--- src/rtl/irq_pkg.sv ---
package irq_pkg;
  localparam int LVL_W = 3;
  localparam logic [LVL_W-1:0] LVL_TOP = 3'd7;
  typedef logic [LVL_W-1:0] lvl_t;

  // a level of 0 or the top value switches the source off
  function automatic logic lvl_enabled(input lvl_t l);
    return (l != '0) && (l != LVL_TOP);
  endfunction

  function automatic logic lvl_passes(input lvl_t l, input lvl_t mask);
    return lvl_enabled(l) && (l >= mask);
  endfunction
endpackage

--- src/rtl/irq_pend.sv ---
module irq_pend #(
  parameter int W = 8
) (
  input  logic         clk,
  input  logic         rst_n,
  input  logic [W-1:0] line_i,
  input  logic [W-1:0] clr_i,
  output logic [W-1:0] pend_o,
  output logic [W-1:0] edge_o
);
  logic [W-1:0] line_q;

  for (genvar i = 0; i < W; i++) begin : g_bit
    assign edge_o[i] = line_i[i] & ~line_q[i];
    always_ff @(posedge clk) begin
      if (!rst_n) begin
        line_q[i] <= 1'b0;
        pend_o[i] <= 1'b0;
      end else begin
        line_q[i] <= line_i[i];
        // a fresh edge wins over a clear in the same cycle
        pend_o[i] <= (pend_o[i] & ~clr_i[i]) | edge_o[i];
      end
    end
  end
endmodule

--- src/rtl/irq_lvl_regs.sv ---
module irq_lvl_regs
  import irq_pkg::*;
#(
  parameter int N_SRC = 8,
  localparam int IDX_W = $clog2(N_SRC)
) (
  input  logic                  clk,
  input  logic                  rst_n,
  input  logic                  we_i,
  input  logic [IDX_W-1:0]      idx_i,
  input  lvl_t                  data_i,
  output lvl_t [N_SRC-1:0]      lvls_o
);
  for (genvar i = 0; i < N_SRC; i++) begin : g_reg
    always_ff @(posedge clk) begin
      if (!rst_n) lvls_o[i] <= '0;
      else if (we_i && idx_i == IDX_W'(i)) lvls_o[i] <= data_i;
    end
  end
endmodule

--- src/rtl/irq_select.sv ---
module irq_select
  import irq_pkg::*;
#(
  parameter int N_SRC = 8,
  localparam int IDX_W = $clog2(N_SRC)
) (
  input  logic [N_SRC-1:0]  pend_i,
  input  lvl_t [N_SRC-1:0]  lvls_i,
  input  lvl_t              mask_i,
  output logic              found_o,
  output logic [IDX_W-1:0]  idx_o,
  output lvl_t              lvl_o
);
  logic [N_SRC-1:0] elig;

  for (genvar i = 0; i < N_SRC; i++) begin : g_elig
    assign elig[i] = pend_i[i] && lvl_passes(lvls_i[i], mask_i);
  end

  // scan from the lowest index; only a strictly higher level displaces
  always_comb begin
    found_o = 1'b0;
    idx_o   = '0;
    lvl_o   = '0;
    for (int i = 0; i < N_SRC; i++) begin
      if (elig[i] && (!found_o || lvls_i[i] > lvl_o)) begin
        found_o = 1'b1;
        idx_o   = IDX_W'(i);
        lvl_o   = lvls_i[i];
      end
    end
  end
endmodule

--- src/rtl/irq_arbiter.sv ---
module irq_arbiter
  import irq_pkg::*;
#(
  parameter int N_SRC = 8,
  localparam int IDX_W = $clog2(N_SRC),
  localparam int VEC_W = $clog2(N_SRC + 1)
) (
  input  logic             clk,
  input  logic             rst_n,
  input  logic [N_SRC-1:0] req_i,
  input  logic             nmi_i,
  input  logic             lvl_we_i,
  input  logic [IDX_W-1:0] lvl_idx_i,
  input  logic [2:0]       lvl_data_i,
  input  logic [2:0]       mask_i,
  input  logic             ack_i,
  output logic             accept_o,
  output logic [VEC_W-1:0] vec_o,
  output logic [2:0]       level_o
);
  logic [N_SRC-1:0] pend, req_edge, clr;
  logic [0:0]       nmi_pend, nmi_edge, nmi_clr;
  lvl_t [N_SRC-1:0] lvls;
  logic             found;
  logic [IDX_W-1:0] win_idx;
  lvl_t             win_lvl;

  // named internal events
  logic ack_hit, load, any_pend;
  assign ack_hit  = ack_i & accept_o;
  assign load     = ~accept_o & (nmi_pend[0] | found);
  assign any_pend = (|pend) | nmi_pend[0];

  for (genvar i = 0; i < N_SRC; i++) begin : g_clr
    assign clr[i] = ack_hit && (vec_o == VEC_W'(i + 1));
  end
  assign nmi_clr[0] = ack_hit && (vec_o == '0);

  irq_pend #(.W(N_SRC)) u_pend (
    .clk(clk), .rst_n(rst_n), .line_i(req_i), .clr_i(clr),
    .pend_o(pend), .edge_o(req_edge)
  );

  irq_pend #(.W(1)) u_nmi (
    .clk(clk), .rst_n(rst_n), .line_i(nmi_i), .clr_i(nmi_clr),
    .pend_o(nmi_pend), .edge_o(nmi_edge)
  );

  irq_lvl_regs #(.N_SRC(N_SRC)) u_lvl (
    .clk(clk), .rst_n(rst_n), .we_i(lvl_we_i), .idx_i(lvl_idx_i),
    .data_i(lvl_data_i), .lvls_o(lvls)
  );

  irq_select #(.N_SRC(N_SRC)) u_sel (
    .pend_i(pend), .lvls_i(lvls), .mask_i(mask_i),
    .found_o(found), .idx_o(win_idx), .lvl_o(win_lvl)
  );

  always_ff @(posedge clk) begin
    if (!rst_n) begin
      accept_o <= 1'b0;
      vec_o    <= '0;
      level_o  <= '0;
    end else if (load) begin
      accept_o <= 1'b1;
      if (nmi_pend[0]) begin
        vec_o   <= '0;
        level_o <= LVL_TOP;
      end else begin
        vec_o   <= VEC_W'(win_idx) + VEC_W'(1);
        level_o <= win_lvl;
      end
    end else if (ack_hit) begin
      accept_o <= 1'b0;
    end
  end
endmodule

--- config.mk ---
export PLATFORM = sky130hd
export DESIGN_NAME = irq_arbiter
export DESIGN_NICKNAME = d
export VERILOG_FILES = /design/src/rtl/irq_pkg.sv /design/src/rtl/irq_pend.sv /design/src/rtl/irq_lvl_regs.sv /design/src/rtl/irq_select.sv /design/src/rtl/irq_arbiter.sv
export SDC_FILE = /design/constraint.sdc
export NUM_CORES = 1
export LEC_CHECK = 0
export ABC_AREA = 1
export BUFFER_PORTS_ARGS = -buffer_cell sky130_fd_sc_hd__buf_2
export CAP_MARGIN = 30
export CORE_MARGIN = 2
export CORE_UTILIZATION = 55
export CTS_CLUSTER_SIZE = 20
export DETAILED_ROUTE_END_ITERATION = 16
export PLACE_DENSITY_LB_ADDON = 0.1
export RECOVER_POWER = 25
export SETUP_SLACK_MARGIN = 0.1
export SYNTH_ARGS = -nofsm -noshare
export SYNTH_HDL_FRONTEND = slang
export SYNTH_SLANG_ARGS = --single-unit
--- constraint.sdc ---
create_clock -name clk -period 22.4 [get_ports clk]
set_clock_uncertainty 0.05 [all_clocks]
set_input_delay 3.36 -clock clk [delete_from_list [all_inputs] [get_ports clk]]
set_output_delay 3.36 -clock clk [all_outputs]
set_load 0.02 [all_outputs]
# --- After elaboration in Yosys (flattened, before gate mapping) ---
# Index checks and enable logic that the tools add are counted.
totals:
  register_bits: 50
  in_bits: 22
  output_inout_bits: 8
  wordCells: 217
classes:
  n_addsub: 1
  order_cmp: 15
  eq_ne: 23
  mux: 27
  bitwise: 49
  n_reduce_logical: 73
op_table:
  columns: ["cell", "count"]
  rows:
  - ["1-bit logical AND", 48]
  - ["3-bit two-way mux", 13]
  - ["3-bit >= comparator", 8]
  - ["3-bit != test (second input constant)", 8]
  - ["3-bit nonzero test", 8]
  - ["3-bit greater-than comparator", 7]
  - ["1-bit bitwise AND", 20]
  - ["1-bit inverter", 19]
  - ["4-bit by 3-bit equality test with 1-bit output (second input constant)", 4]
  - ["3-bit equality test (second input constant)", 4]
  - ["1-bit two-way mux", 11]
  - ["1-bit OR", 10]
  - ["4-bit by 2-bit equality test with 1-bit output (second input constant)", 2]
  - ["1-bit zero test", 7]
  - ["1-bit logical OR", 7]
  - ["3-bit by 2-bit equality test with 1-bit output (second input constant)", 2]
  - ["3-bit by 1-bit adder with 4-bit output (second input constant)", 1]
  - ["4-bit by 1-bit equality test with 1-bit output (second input constant)", 1]
  - ["4-bit equality test (second input constant)", 1]
  - ["4-bit zero test", 1]
  - ["2-bit two-way mux", 2]
  - ["4-bit two-way mux", 1]
  - ["3-bit by 1-bit equality test with 1-bit output (second input constant)", 1]
  - ["3-bit zero test", 1]
  - ["2-bit nonzero test", 1]

# --- Longest topological paths before layout ---
logic_depth:
  ltp_word: 36
  mapped_depth: 71
  mapped_depth_nobuf: 71

# --- By module ---
# From an unflattened synthesis, not the netlist that was laid out.
hier_totals:
  hier_cells: 621
  area_unflattened_um2: 3931.3
by_module_without_submodules:
  columns: ["module", "n_inst", "cells_per_inst", "area_per_inst_um2", "seq_area_each_um2"]
  rows:
  - ["irq_select", 1, 297, 1752.9, 0.0]
  - ["irq_lvl_regs", 1, 150, 988.4, 480.5]
  - ["irq_pend at u_pend", 1, 82, 620.6, 320.3]
  - ["irq_arbiter", 1, 81, 490.5, 160.2]
  - ["irq_pend at u_nmi", 1, 11, 78.8, 40.0]

# --- Worst setup path after synthesis ---
# No wires, ideal clock.
synth_timing:
  path_type: "input port to flip-flop"
  from: "input mask_i[2]"
  to: "register vec_o[2]"
  setup_time_ns: 0.118
  arrival_ns: 10.908
  t_required_ns: 22.232
  slack_ns: 11.324
  stages: 67
  n_path_buf: 0
  path_cell_list: "inv_1 > ha_1 > nand2_1 > clkinv_1 > nand2_1 > a21oi_1 > nand2_1 > ha_1 > a21oi_1 > nand2_1 > nand2_1 > inv_1 > o21ai_2 > nand2_1 > and2_1 > ha_1 > nand3_1 > nand2_1 > [... 31 more ...] > ha_1 > nand2_1 > o21ai_0 > nand2_1 > a21oi_2 > nand2_1 > and2_1 > ha_1 > a21oi_1 > o21ai_0 > nand2_1 > nand2_4 > nand2_2 > o211ai_1 > ha_1 > nand3b_1 > nand3_1 > a21oi_1"
synth_between:
  elab_chain_cells: 34
  word_cells_on_any_way: 78
  classes_between: "1 x add/sub; 15 x order compare; 23 x mux; 2 x bitwise; 37 x reduce/logical"
synth_lines:
  columns: ["element", "line", "rtl"]
  rows:
  - ["start: declaration", "irq_arbiter.sv:15", "input logic [2:0] mask_i,"]
  - ["3-bit >= comparator", "irq_pkg.sv:12", "return lvl_enabled(l) && (l >= mask);"]
  - ["1-bit logical AND", "irq_pkg.sv:12", null]
  - ["1-bit logical AND", "irq_select.sv:17", "assign elig[i] = pend_i[i] && lvl_passes(lvls_i[i], mask_i);"]
  - ["3-bit two-way mux or 1-bit two-way mux (tied branches)", "irq_select.sv:26", "if (elig[i] && (!found_o || lvls_i[i] > lvl_o)) begin"]
  - ["3-bit greater-than comparator or 1-bit zero test (tied branches)", "irq_select.sv:26", null]
  - ["1-bit logical OR", "irq_select.sv:26", null]
  - ["1-bit logical AND", "irq_select.sv:26", null]
  - ["3-bit two-way mux or 1-bit two-way mux (tied branches)", "irq_select.sv:26", null]
  - ["[... 18 more ...]", null, null]
  - ["1-bit logical AND", "irq_select.sv:26", null]
  - ["3-bit two-way mux or 1-bit two-way mux (tied branches)", "irq_select.sv:26", null]
  - ["3-bit greater-than comparator or 1-bit zero test (tied branches)", "irq_select.sv:26", null]
  - ["1-bit logical OR", "irq_select.sv:26", null]
  - ["1-bit logical AND", "irq_select.sv:26", null]
  - ["3-bit two-way mux or 1-bit two-way mux (tied branches)", "irq_select.sv:26", null]
  - ["3-bit by 1-bit adder with 4-bit output or 1-bit OR (tied branches)", "irq_arbiter.sv:70, irq_arbiter.sv:31", null]
  - ["4-bit two-way mux or 1-bit bitwise AND (tied branches)", "irq_arbiter.sv:66, irq_arbiter.sv:31", null]
  - ["end signal: assignment", "irq_arbiter.sv:70", "vec_o <= VEC_W'(win_idx) + VEC_W'(1);"]
  - ["end: declaration", "irq_arbiter.sv:18", "output logic [VEC_W-1:0] vec_o,"]
# Parallel ways exist; a longest one is shown, timed or not.
# A chain may end at the register's enable or synchronous reset.

# --- Worst setup path in the final report ---
# Ends and elaborated chain as after synthesis.

==> flow_summary.ini <==
[place]
place_ws_ns = 10.13
io_buffers = 29
gp_congestion = 0.903
postPlaceCellArea_mm2 = 0.00385
dp_hpwl_mm = 6.78

[grt]
grt_max_degree = 47
overflow = 0
grt_pass1_vias = 3254
antenna_found_initial = 0
grt_usage = 0.257
grt_pass1_wl_mm = 15.0

[cells_and_area]
finalInstanceArea_mm2 = 0.00394
area_delta_synth_final_pct = 8.43
antenna_cells = 0
fin_nets = 626
n_fill_cell = 617
final_layout_size_suffix_gt1_frac = 0.132

[clocking]
clkLatencyLatePin_ns = 0.31
cts_hold_buf = 0
cts_made_buffers = 5
root_buffer = clkbuf_8
cts_setup_buffers = 0
htree_levels = 2
cts_tree = built
cts_resized = 0
clk_pin_slew_ns = 0.11
clockBufferDepth = 2
cts.sinks = 50

[critical_path]
path_max_fanout = 8
crit_type = in2reg
end_kind = register
required_ns = 22.55
start_kind = input port
crit_slowest_cell = inv_1
arrival_ns = 12.19
regToRegSetupSlack_ns = 13.38
slowest_delay_ns = 0.33
cpMostUsedCell = nand2_1

[logic_synthesis]
ys_async_sr_fraction = 0
ys_seq_area_frac = 0.275
yosysWarnings = 0
synth_top_family_by_area = simple AND/OR/NAND/NOR gates
synth_ff_type = dfxtp_1
synth_simple_gate_area_frac = 0.310
syn_inst = 527
ys_types = 29
netlist_area_mm2 = 0.00364
synth_edf_count = 0
ys_ff_latch = 50
avgSynthCellArea_um2 = 6.90
synth-xor-area-share = 0
synth_nets = 595
muxShareOfSynthArea = 0
synth-adder-area-share = 0.158
synth_compound_area_frac = 0.152

[die]
pin_count = 30
coreArea_mm2 = 0.00639
initial_core_util = 0.569
die_x_um = 85.3
fp.dieArea_mm2 = 0.00728
row_count = 29
fp.dieH_um = 85.3

[timing]
worst_pin_slew_ns = 1.87
period_share = 0.537
maxSlewHeadroom = -0.247
finalSetupViolations = 0
rsz0062_at_grt = no
report.final.hold_viol_count = 0
period_minus_slack_ns = 12.03
slew_violations = 47
final.setup.worst_slack_ns = 10.37
setup_tns_ns = 0
max_freq_mhz = 83.1

[outcome]
violations = max-capacitance violations, max-slew violations
status = finished, violations left

[min_path]
min_path_type = reg2reg

[routing]
totalWireLength_mm = 8.84
drt-initial-drc-count = 236
ant_nets = 0
vias = 3410
wl_per_cell_um = 13.9
first_pass_iters = 4
route.detailed.drc = 0
viasPerCell = 5.36

[power]
p_per_area_mw_per_mm2 = 52.8
p_leak_nw = 2.02
ir_worst_vdd_mv = 0.0346

[job]
drv_cap = 1
## metal layers
metal  share of wire  up-vias  track usage
li1                -     1800            -
met1            0.49     1525        0.354
met2            0.45       69        0.421
met3           0.046       16       0.0370
met4           0.014        0       0.0664
met5               0        -            0
## registers in the layout, indices dropped and copies added, names as in the netlist
register       count
u_pend.pend_o      8
accept_o           1
vec_o              4
u_pend.line_q      8
level_o            3
u_nmi.pend_o       1
u_nmi.line_q       1
u_lvl.lvls_o      24
## power breakdown
| part | switching [mW] | leakage [nW] | internal (mW) |
|---|---|---|---|
| clock | 0.0356 | 0.0491 | 0.0231 |
| combinational | 0.0315 | 1.56 | 0.0183 |
| sequential | 0.00478 | 0.411 | 0.0947 |
## cells in the final DEF, fill, tap and decap left out, drive strengths merged
cell type  instances
nand4              2
o21ai             41
buf               28
o211ai             7
nand3b             2
nand3             76
dfxtp             50
o22ai              1
clkinv             2
nor2              28
a21oi             48
o2111ai            1
nor3               2
nand2            118
a21o               1
ha                46
and2               6
inv               93
a22oi              1
clkbuf             6
## layout make-up
type                       count  area [um2]  area share
multi-input combinational    380        2260       0.572
sequential                    50        1000       0.254
inverter                      92         350      0.0889
timing repair buffer          29         144      0.0365
tap                           77        96.3      0.0244
clock buffer                   5        68.8      0.0175
clock inverter                 3        26.3     0.00666
## Yosys cell counts (3+ instances only)
master | n | area (um2)
nand2_4 | 4 | 45.0
nand2_2 | 7 | 43.8
nand2_1 | 107 | 402
ha_1 | 46 | 576
clkbuf_1 | 4 | 15.0
a21oi_2 | 5 | 43.8
dfxtp_1 | 50 | 1000
nor2_1 | 23 | 86.3
nand3_2 | 5 | 50.1
inv_2 | 6 | 22.5
inv_1 | 83 | 312
nor2_2 | 3 | 18.8
o211ai_1 | 7 | 52.6
nand3_1 | 71 | 355
a21oi_1 | 43 | 215
o21ai_0 | 40 | 200
and2_1 | 6 | 37.5
## kinds of logic after synthesis
kind of cell             after synthesis
AND/OR/NAND/NOR                      234
flip-flops                            50
AO/OA/AOI/OAI                        100
adder cells (fa/ha/maj)               46
buffers and inverters                 97
## final timing paths
kind                                 end                          from  depth (start not counted)
max                vec_o[2]$_SDFFE_PN0P_                     mask_i[2]                         68
min          u_pend.pend_o[0]$_SDFF_PN0_   u_pend.line_q[0]$_SDFF_PN0_                          1
max reg2reg        vec_o[2]$_SDFFE_PN0P_  u_lvl.lvls_o[0]$_SDFFE_PN0P_                         67
min reg2reg  u_pend.pend_o[0]$_SDFF_PN0_   u_pend.line_q[0]$_SDFF_PN0_                          1
## worst max-delay path, delay by kind of cell
kind / cells / cell delay, ns
adders and majority gates: 9 / 2.56
buffers and inverters: 8 / 0.82
and+or+nand+nor: 36 / 3.29
AOI/OAI and AO/OA: 15 / 2.18
## metrics by stage
step	std cells	hold WS [ns]	util	total power, mW
after global routing	636	0.385	0.617	0.221
after floorplan	527	0.349	-	0.137
after CTS	636	0.376	0.618	0.209
after detailed placement	628	0.361	0.603	0.151
final	636	0.373	0.617	0.208
after global placement	628	0.350	0.603	0.149
Power figures use the tool's default switching activity.
